**src/rtl/arith_helper.sv**
```systemverilog
module arith_helper (
  input  logic       clk,
  input  logic       rst_n,
  input  logic       wr_en,
  input  logic [2:0] wr_addr,
  input  logic [7:0] wr_data,
  input  logic [1:0] rd_addr,
  output logic [7:0] rd_data,
  output logic       busy,
  output logic       done
);
  localparam logic [4:0] MUL_STEPS = 5'd8;
  localparam logic [4:0] DIV_STEPS = 5'd16;
  localparam logic [2:0] AD_OPA = 3'd0;
  localparam logic [2:0] AD_OPB = 3'd1;
  localparam logic [2:0] AD_DLO = 3'd2;
  localparam logic [2:0] AD_DHI = 3'd3;
  localparam logic [2:0] AD_DVS = 3'd4;

  logic [7:0]  opa_q;
  logic [15:0] dvd_q;
  logic [15:0] quo_q, pr_q;
  logic        is_div_q;
  logic [4:0]  left_q;
  logic [15:0] mcand_q, prod_q;
  logic [7:0]  mplier_q;
  logic [15:0] dq_q;
  logic [7:0]  rem_q, dvs_q;

  wire go_mul = wr_en && (wr_addr == AD_OPB);
  wire go_div = wr_en && (wr_addr == AD_DVS);
  wire last   = (left_q == 5'd1);

  wire [8:0]  trial = {rem_q, dq_q[15]};
  wire        ge    = (trial >= {1'b0, dvs_q});
  wire [8:0]  diff  = trial - {1'b0, dvs_q};
  wire [7:0]  nrem  = ge ? diff[7:0] : trial[7:0];
  wire [15:0] nprod = prod_q + (mplier_q[0] ? mcand_q : 16'd0);

  always_ff @(posedge clk) begin
    if (!rst_n) begin
      opa_q    <= '0;
      dvd_q    <= '0;
      quo_q    <= '0;
      pr_q     <= '0;
      is_div_q <= 1'b0;
      left_q   <= '0;
      mcand_q  <= '0;
      prod_q   <= '0;
      mplier_q <= '0;
      dq_q     <= '0;
      rem_q    <= '0;
      dvs_q    <= '0;
      busy     <= 1'b0;
      done     <= 1'b0;
    end else begin
      done <= 1'b0;
      if (wr_en) begin
        case (wr_addr)
          AD_OPA:  opa_q        <= wr_data;
          AD_DLO:  dvd_q[7:0]   <= wr_data;
          AD_DHI:  dvd_q[15:8]  <= wr_data;
          default: ;
        endcase
      end
      if (go_mul) begin
        is_div_q <= 1'b0;
        left_q   <= MUL_STEPS;
        busy     <= 1'b1;
        mcand_q  <= {8'd0, opa_q};
        mplier_q <= wr_data;
        prod_q   <= '0;
      end else if (go_div) begin
        if (wr_data == 8'd0) begin
          busy   <= 1'b0;
          left_q <= '0;
          done   <= 1'b1;
          quo_q  <= 16'hFFFF;
          pr_q   <= dvd_q;
        end else begin
          is_div_q <= 1'b1;
          left_q   <= DIV_STEPS;
          busy     <= 1'b1;
          dq_q     <= dvd_q;
          rem_q    <= '0;
          dvs_q    <= wr_data;
        end
      end else if (busy) begin
        left_q <= left_q - 5'd1;
        if (is_div_q) begin
          dq_q  <= {dq_q[14:0], ge};
          rem_q <= nrem;
        end else begin
          prod_q   <= nprod;
          mcand_q  <= {mcand_q[14:0], 1'b0};
          mplier_q <= {1'b0, mplier_q[7:1]};
        end
        if (last) begin
          busy <= 1'b0;
          done <= 1'b1;
          if (is_div_q) begin
            quo_q <= {dq_q[14:0], ge};
            pr_q  <= {8'd0, nrem};
          end else begin
            pr_q <= nprod;
          end
        end
      end
    end
  end

  always_comb begin
    case (rd_addr)
      2'd0:    rd_data = quo_q[7:0];
      2'd1:    rd_data = quo_q[15:8];
      2'd2:    rd_data = pr_q[7:0];
      default: rd_data = pr_q[15:8];
    endcase
  end
endmodule

```
**config.mk**
```make
export PLATFORM = sky130hd
export DESIGN_NAME = arith_helper
export DESIGN_NICKNAME = d
export VERILOG_FILES = /design/src/rtl/arith_helper.sv
export SDC_FILE = /design/constraint.sdc
export NUM_CORES = 1
export LEC_CHECK = 0
export BUFFER_PORTS_ARGS = -buffer_cell sky130_fd_sc_hd__buf_2
export CAP_MARGIN = 20
export CORE_MARGIN = 2
export CORE_UTILIZATION = 45
export CTS_CLUSTER_SIZE = 40
export DETAILED_ROUTE_END_ITERATION = 8
export GPL_TIMING_DRIVEN = 0
export PLACE_DENSITY = 0.57
export SETUP_SLACK_MARGIN = 0.05
export SLEW_MARGIN = 20
export SYNTH_ARGS = -nofsm -noshare
export SYNTH_HDL_FRONTEND = slang
export SYNTH_SLANG_ARGS = --single-unit
```
**constraint.sdc**
```tcl
create_clock -name clk -period 3.6 [get_ports clk]
set_input_delay 0.72 -clock clk [delete_from_list [all_inputs] [get_ports clk]]
set_output_delay 0.72 -clock clk [all_outputs]
set_load 0.005 [all_outputs]
```
Word-level counts from Yosys, hierarchy flattened:

Index checks and enable logic that the tools add are counted.

* output and inout bits: 10
* input port bits: 16
* flip-flop bits (word level): 136

* multiplexer cells: 41
* equality and inequality tests: 11
* order comparisons: 1
* add/subtract/negate cells: 3
* reduce and logical (&&, ||, !) cells: 21
* bitwise operators: 5

Operators with widths (number)
* $mux W16: 14
* $mux W8: 13
* $pmux W8 S3: 1
* $add A16 B16 Y16: 1
* $mux W5: 3
* $ge A9 B8 Y1: 1
* $mux W1: 9
* $reduce_and A3 Y1: 3
* $logic_not A8 Y1: 1
* $reduce_and A2 Y1: 4
* $reduce_and A4 Y1: 2
* $reduce_bool A2 Y1: 4
* $sub A8 B8 Y8: 1
* $eq A3 B2 Y1 const B: 2
* $eq A5 B1 Y1 const B: 1
* $not A1 Y1: 5
* $reduce_and A5 Y1: 1
* $sub A5 B1 Y5 const B: 1
* $mux W4: 1
* $ne A2 B1 Y1 const B: 2
* $ne A2 B2 Y1 const B: 2
* $eq A3 B1 Y1 const B: 1
* $eq A3 B3 Y1 const B: 1
* $logic_not A3 Y1: 1
* other kinds (6): 7

Longest topological paths before layout:

* depth after elaboration: 6
* gate-level depth with buffers: 12
* depth with buffers taken out: 11

Least setup slack after synthesis:

No wires, ideal clock.

* path kind: reg-to-reg
* start point: register mplier_q[0]
* end point: register pr_q[12]
* period minus slack after synthesis: 2.599 ns
* path slack: 1.001 ns
* data arrival time: 2.524 ns
* library setup time: 0.074 ns
* path buffers: 1
* stages on the path, launching flop included: 13
* cell sequence: dfxtp_1 > clkbuf_1 > and2_1 > ha_1 > inv_1 > fa_1 > nand2b_1 > a21oi_1 > o21ai_0 > o221ai_1 > xor2_1 > nand2_1 > a31oi_1

* word-level cells in the longest chain between the ends: 6

RTL lines
* start, declared: line 26 `logic [7:0] mplier_q;`
* start signal, assigned: line 71 `mplier_q <= wr_data;`
* start signal, assigned: line 96 `mplier_q <= {1'b0, mplier_q[7:1]};`
* $mux W16: line 38 `wire [15:0] nprod = prod_q + (mplier_q[0] ? mcand_q : 16'd0);`
* $add A16 B16 Y16: line 38
* $mux W16: line 101 `if (is_div_q) begin`
* $mux W16: line 98 `if (last) begin`
* $mux W16: line 88 `end else if (busy) begin`
* $mux W16: line 73 `end else if (go_div) begin`
* end signal, assigned: line 79 `pr_q <= dvd_q;`
* end signal, assigned: line 103 `pr_q <= {8'd0, nrem};`
* end signal, assigned: line 105 `pr_q <= nprod;`
* end, declared: line 22 `logic [15:0] quo_q, pr_q;`

Every way passes these cells. The select of a mux whose other input is x is not followed.
A chain may end at the register's enable or synchronous reset.

Final worst setup path:

Same ends and word-level chain as after synthesis.

==> results.sh <==
export IMPL_avgViaCountPerCell=5.69
export IMPL_outcome="finished clean"
export IMPL_cp_cell_sequence="clkbuf_2 -> and2_1 -> ha_1 -> inv_1 -> fa_1 -> nand2b_1 -> a21oi_1 -> o21ai_0 -> o221ai_2 -> xor2_1 -> nand2_1 -> a31oi_1"
export IMPL_max_freq_ghz=0.310
export IMPL_hold_path_end="prod_q[12]"
export IMPL_use_met2_pct=41.1
export IMPL_cp_end_kind="flip-flop"
export IMPL_synth_top_family_by_area="simple AND/OR/NAND/NOR gates"
export IMPL_final_common_cell="nand2_1"
export IMPL_nFillCells=1487
export IMPL_setup_worst_path_class="flip-flop to flip-flop"
export IMPL_synth_compound_area_share_pct=22.2
export IMPL_finalSetupViolCount=0
export IMPL_drt_pass1_iter_count=5
export IMPL_path_clk_slew_ns=0.06
export IMPL_r2r_cells=12
export IMPL_arrival_ns=3.58
export IMPL_synth_distinct_cells=55
export IMPL_slowest_stage="dfxtp_1"
export IMPL_grtUsageMet3_pct=5.74
export IMPL_first_iter_violations=607
export IMPL_io_buffers=22
export IMPL_hold_path_depth=2
export IMPL_gr_total_overflow=0
export IMPL_cts_sinks=136
export IMPL_fin_util_pct=53.0
export IMPL_fp_dieArea_mm2=0.0168
export IMPL_grt_pass1_wl_um=33900
export IMPL_htreeDepth=4
export IMPL_synth_edf_count=0
export IMPL_synthMuxAreaShare_pct=4.66
export IMPL_routed_wl_um=21400
export IMPL_grt_pass1_vias=6269
export IMPL_power_density_mw_per_mm2=462
export IMPL_syn_area_mm2=0.00709
export IMPL_relSlewSlack_pct=41.1
export IMPL_synth_simple_area_share_pct=22.9
export IMPL_post_cts_setup_buffers=0
export IMPL_ctsHoldBuffers=0
export IMPL_avgSynthCellArea_um2=8.14
export IMPL_coreArea_mm2=0.0153
export IMPL_grt_util_all_layers_pct=26.7
export IMPL_die_y_um=130
export IMPL_grt_start_max_net_pins=17
export IMPL_required_ns=3.95
export IMPL_cellLeakagePower_uw=0.00323
export IMPL_start_util_pct=46.3
export IMPL_n_antenna_cell=0
export IMPL_vias=6457
export IMPL_r2r_slack_ns=0.37
export IMPL_finalClockSkew_ns=0.0101
export IMPL_grt_busiest_layer="met2"
export IMPL_max_cap_violations=0
export IMPL_cts_root_buf="clkbuf_16"
export IMPL_area_growth_pct=14.4
export IMPL_rsz0062_at_grt="no"
export IMPL_clk_path_buf_depth=2
export IMPL_wl_per_cell_um=18.9
export IMPL_die_w_um=130
export IMPL_hold_viol=0
export IMPL_fin_setup_tns_ns=0
export IMPL_synth_adder_area_share_pct=4.98
export IMPL_cts_resized=0
export IMPL_routabilityCongestion=0.937
export IMPL_worst_slew_pin_slew_ns=0.880
export IMPL_synth_yosys_warnings=0
export IMPL_ios=26
export IMPL_async_flop_share_pct=0
export IMPL_r2r_end="pr_q[12]"
export IMPL_min_from="prod_q[12]"
export IMPL_final_cell_mix="188 x nand2_1, 136 x dfxtp_1, 60 x o21ai_0"
export IMPL_ys_seq_area_share_pct=38.4
export IMPL_antenna_left=0
export IMPL_synth_fp_nets=914
export IMPL_start_kind="flip-flop"
export IMPL_drc=0
export IMPL_syn_instance_count=871
export IMPL_dp_hpwl_um=16100
export IMPL_use_met1_pct=37.6
export IMPL_drive_gt1_share_pct=8.44
export IMPL_critical_path_max_stage_delay_ns=0.50
export IMPL_synth_ff_type="dfxtp_1"
export IMPL_tritoncts="done"
export IMPL_synth_seq_cells=136
export IMPL_rows=45
export IMPL_synth_xor_area_share_pct=2.59
export IMPL_cts_made_buffers=17
export IMPL_clk_latency_ns=0.43
export IMPL_period_needed_ns=3.23
export IMPL_antenna_found_initial=0
export IMPL_path_max_fanout=10
export IMPL_hp_class="flip-flop to flip-flop"
export IMPL_drv_slew=0
export IMPL_period_share_pct=89.7
export IMPL_ir_worst_vdd_v=0.000406
export IMPL_final_nets=955
export IMPL_r2r_start="mplier_q[0]"
final cells by class:
class / count / area, um2 / share of cell area, %
Clock inverter: 13 / 201 / 2.48
Sequential cell: 136 / 2720 / 33.6
Clock buffer: 18 / 439 / 5.41
Timing Repair Buffer: 22 / 110 / 1.36
Inverter: 19 / 71.3 / 0.879
Tap cell: 211 / 264 / 3.26
Buffer: 57 / 230 / 2.84
Multi-Input combinational cell: 659 / 4070 / 50.2
state kept, by name (all words and copies together) (netlist names):
name	flops
busy	1
done	1
dq_q	16
dvd_q	16
dvs_q	8
is_div_q	1
left_q	5
mcand_q	16
mplier_q	8
opa_q	8
pr_q	16
prod_q	16
quo_q	16
rem_q	8
report_power, final:
part / internal, uW / switching (uW)
combinational: 90.1 / 177
clock: 1240 / 686
sequential: 1530 / 22.0
layer usage:
| metal | wire [um] | up-vias |
|---|---|---|
| met5 | 0 | - |
| met4 | 512 | 0 |
| met2 | 9610 | 200 |
| met1 | 10000 | 3088 |
| li1 | - | 3139 |
| met3 | 1320 | 30 |
kinds of logic (layout without fill, tap and decap cells):
family	Yosys count	in the layout
and+or+nand+nor	356	356
adders and majority gates	27	27
buffers and inverters	76	129
xor gates and xnor gates	21	21
muxes	23	23
DFF	136	136
AOI/OAI and AO/OA	232	232
worst max-delay path by stage:
stage / start / end / slack, ns / cells past startpoint
after detailed placement: mplier_q[0] / pr_q[12] / 0.22 / 12
after global placement: mplier_q[0] / pr_q[12] / 0.31 / 12
final: mplier_q[0] / pr_q[12] / 0.37 / 12
after CTS: mplier_q[0] / pr_q[12] / 0.19 / 12
after global routing: mplier_q[0] / pr_q[12] / 0.15 / 12
after floorplan: mplier_q[0] / pr_q[12] / 1.00 / 12
cells in the mapped netlist, drive strengths merged, types with 6 or more instances:
cell type  number  share of area, %
a31oi          14               1.2
o211ai          6              0.64
nor2           38               2.1
a21oi          39               2.8
mux4            8               2.5
o21ai          61               4.3
dfxtp         136                38
inv            19               1.0
o21a            8              0.85
a21boi         43               4.6
nor2b          14               1.2
nor3           12              0.85
xnor2          14               1.7
ha             25               4.4
nand3          59               4.2
o211a          31               4.4
xor2            7              0.86
mux2i          15               2.1
and2           20               1.8
nand2         188                10
a211oi          7              0.74
clkbuf         49               2.6
buf             8              0.64
stage by stage:
step	worst slack, ns	area (um2)	instances	hold WS [ns]	power, uW
2_1_floorplan	1.00	7090	871	0.434	1760
3_3_place_gp	0.311	7460	1104	0.449	1840
3_5_place_dp	0.218	7460	1104	0.456	1850
4_1_cts	0.188	8100	1135	0.466	3750
5_1_grt	0.148	8110	1135	0.484	3870
6_report	0.370	8110	1135	0.462	3750
worst max-delay path, delay by kind of cell (launching register included):
kind | cells | cell delay, ns
flops | 1 | 0.50
xor+xnor | 1 | 0.33
simple gates | 3 | 0.45
buf+inv | 2 | 0.34
fa+ha+maj | 2 | 0.58
compound gates | 4 | 0.96
Power figures use the tool's default switching activity.
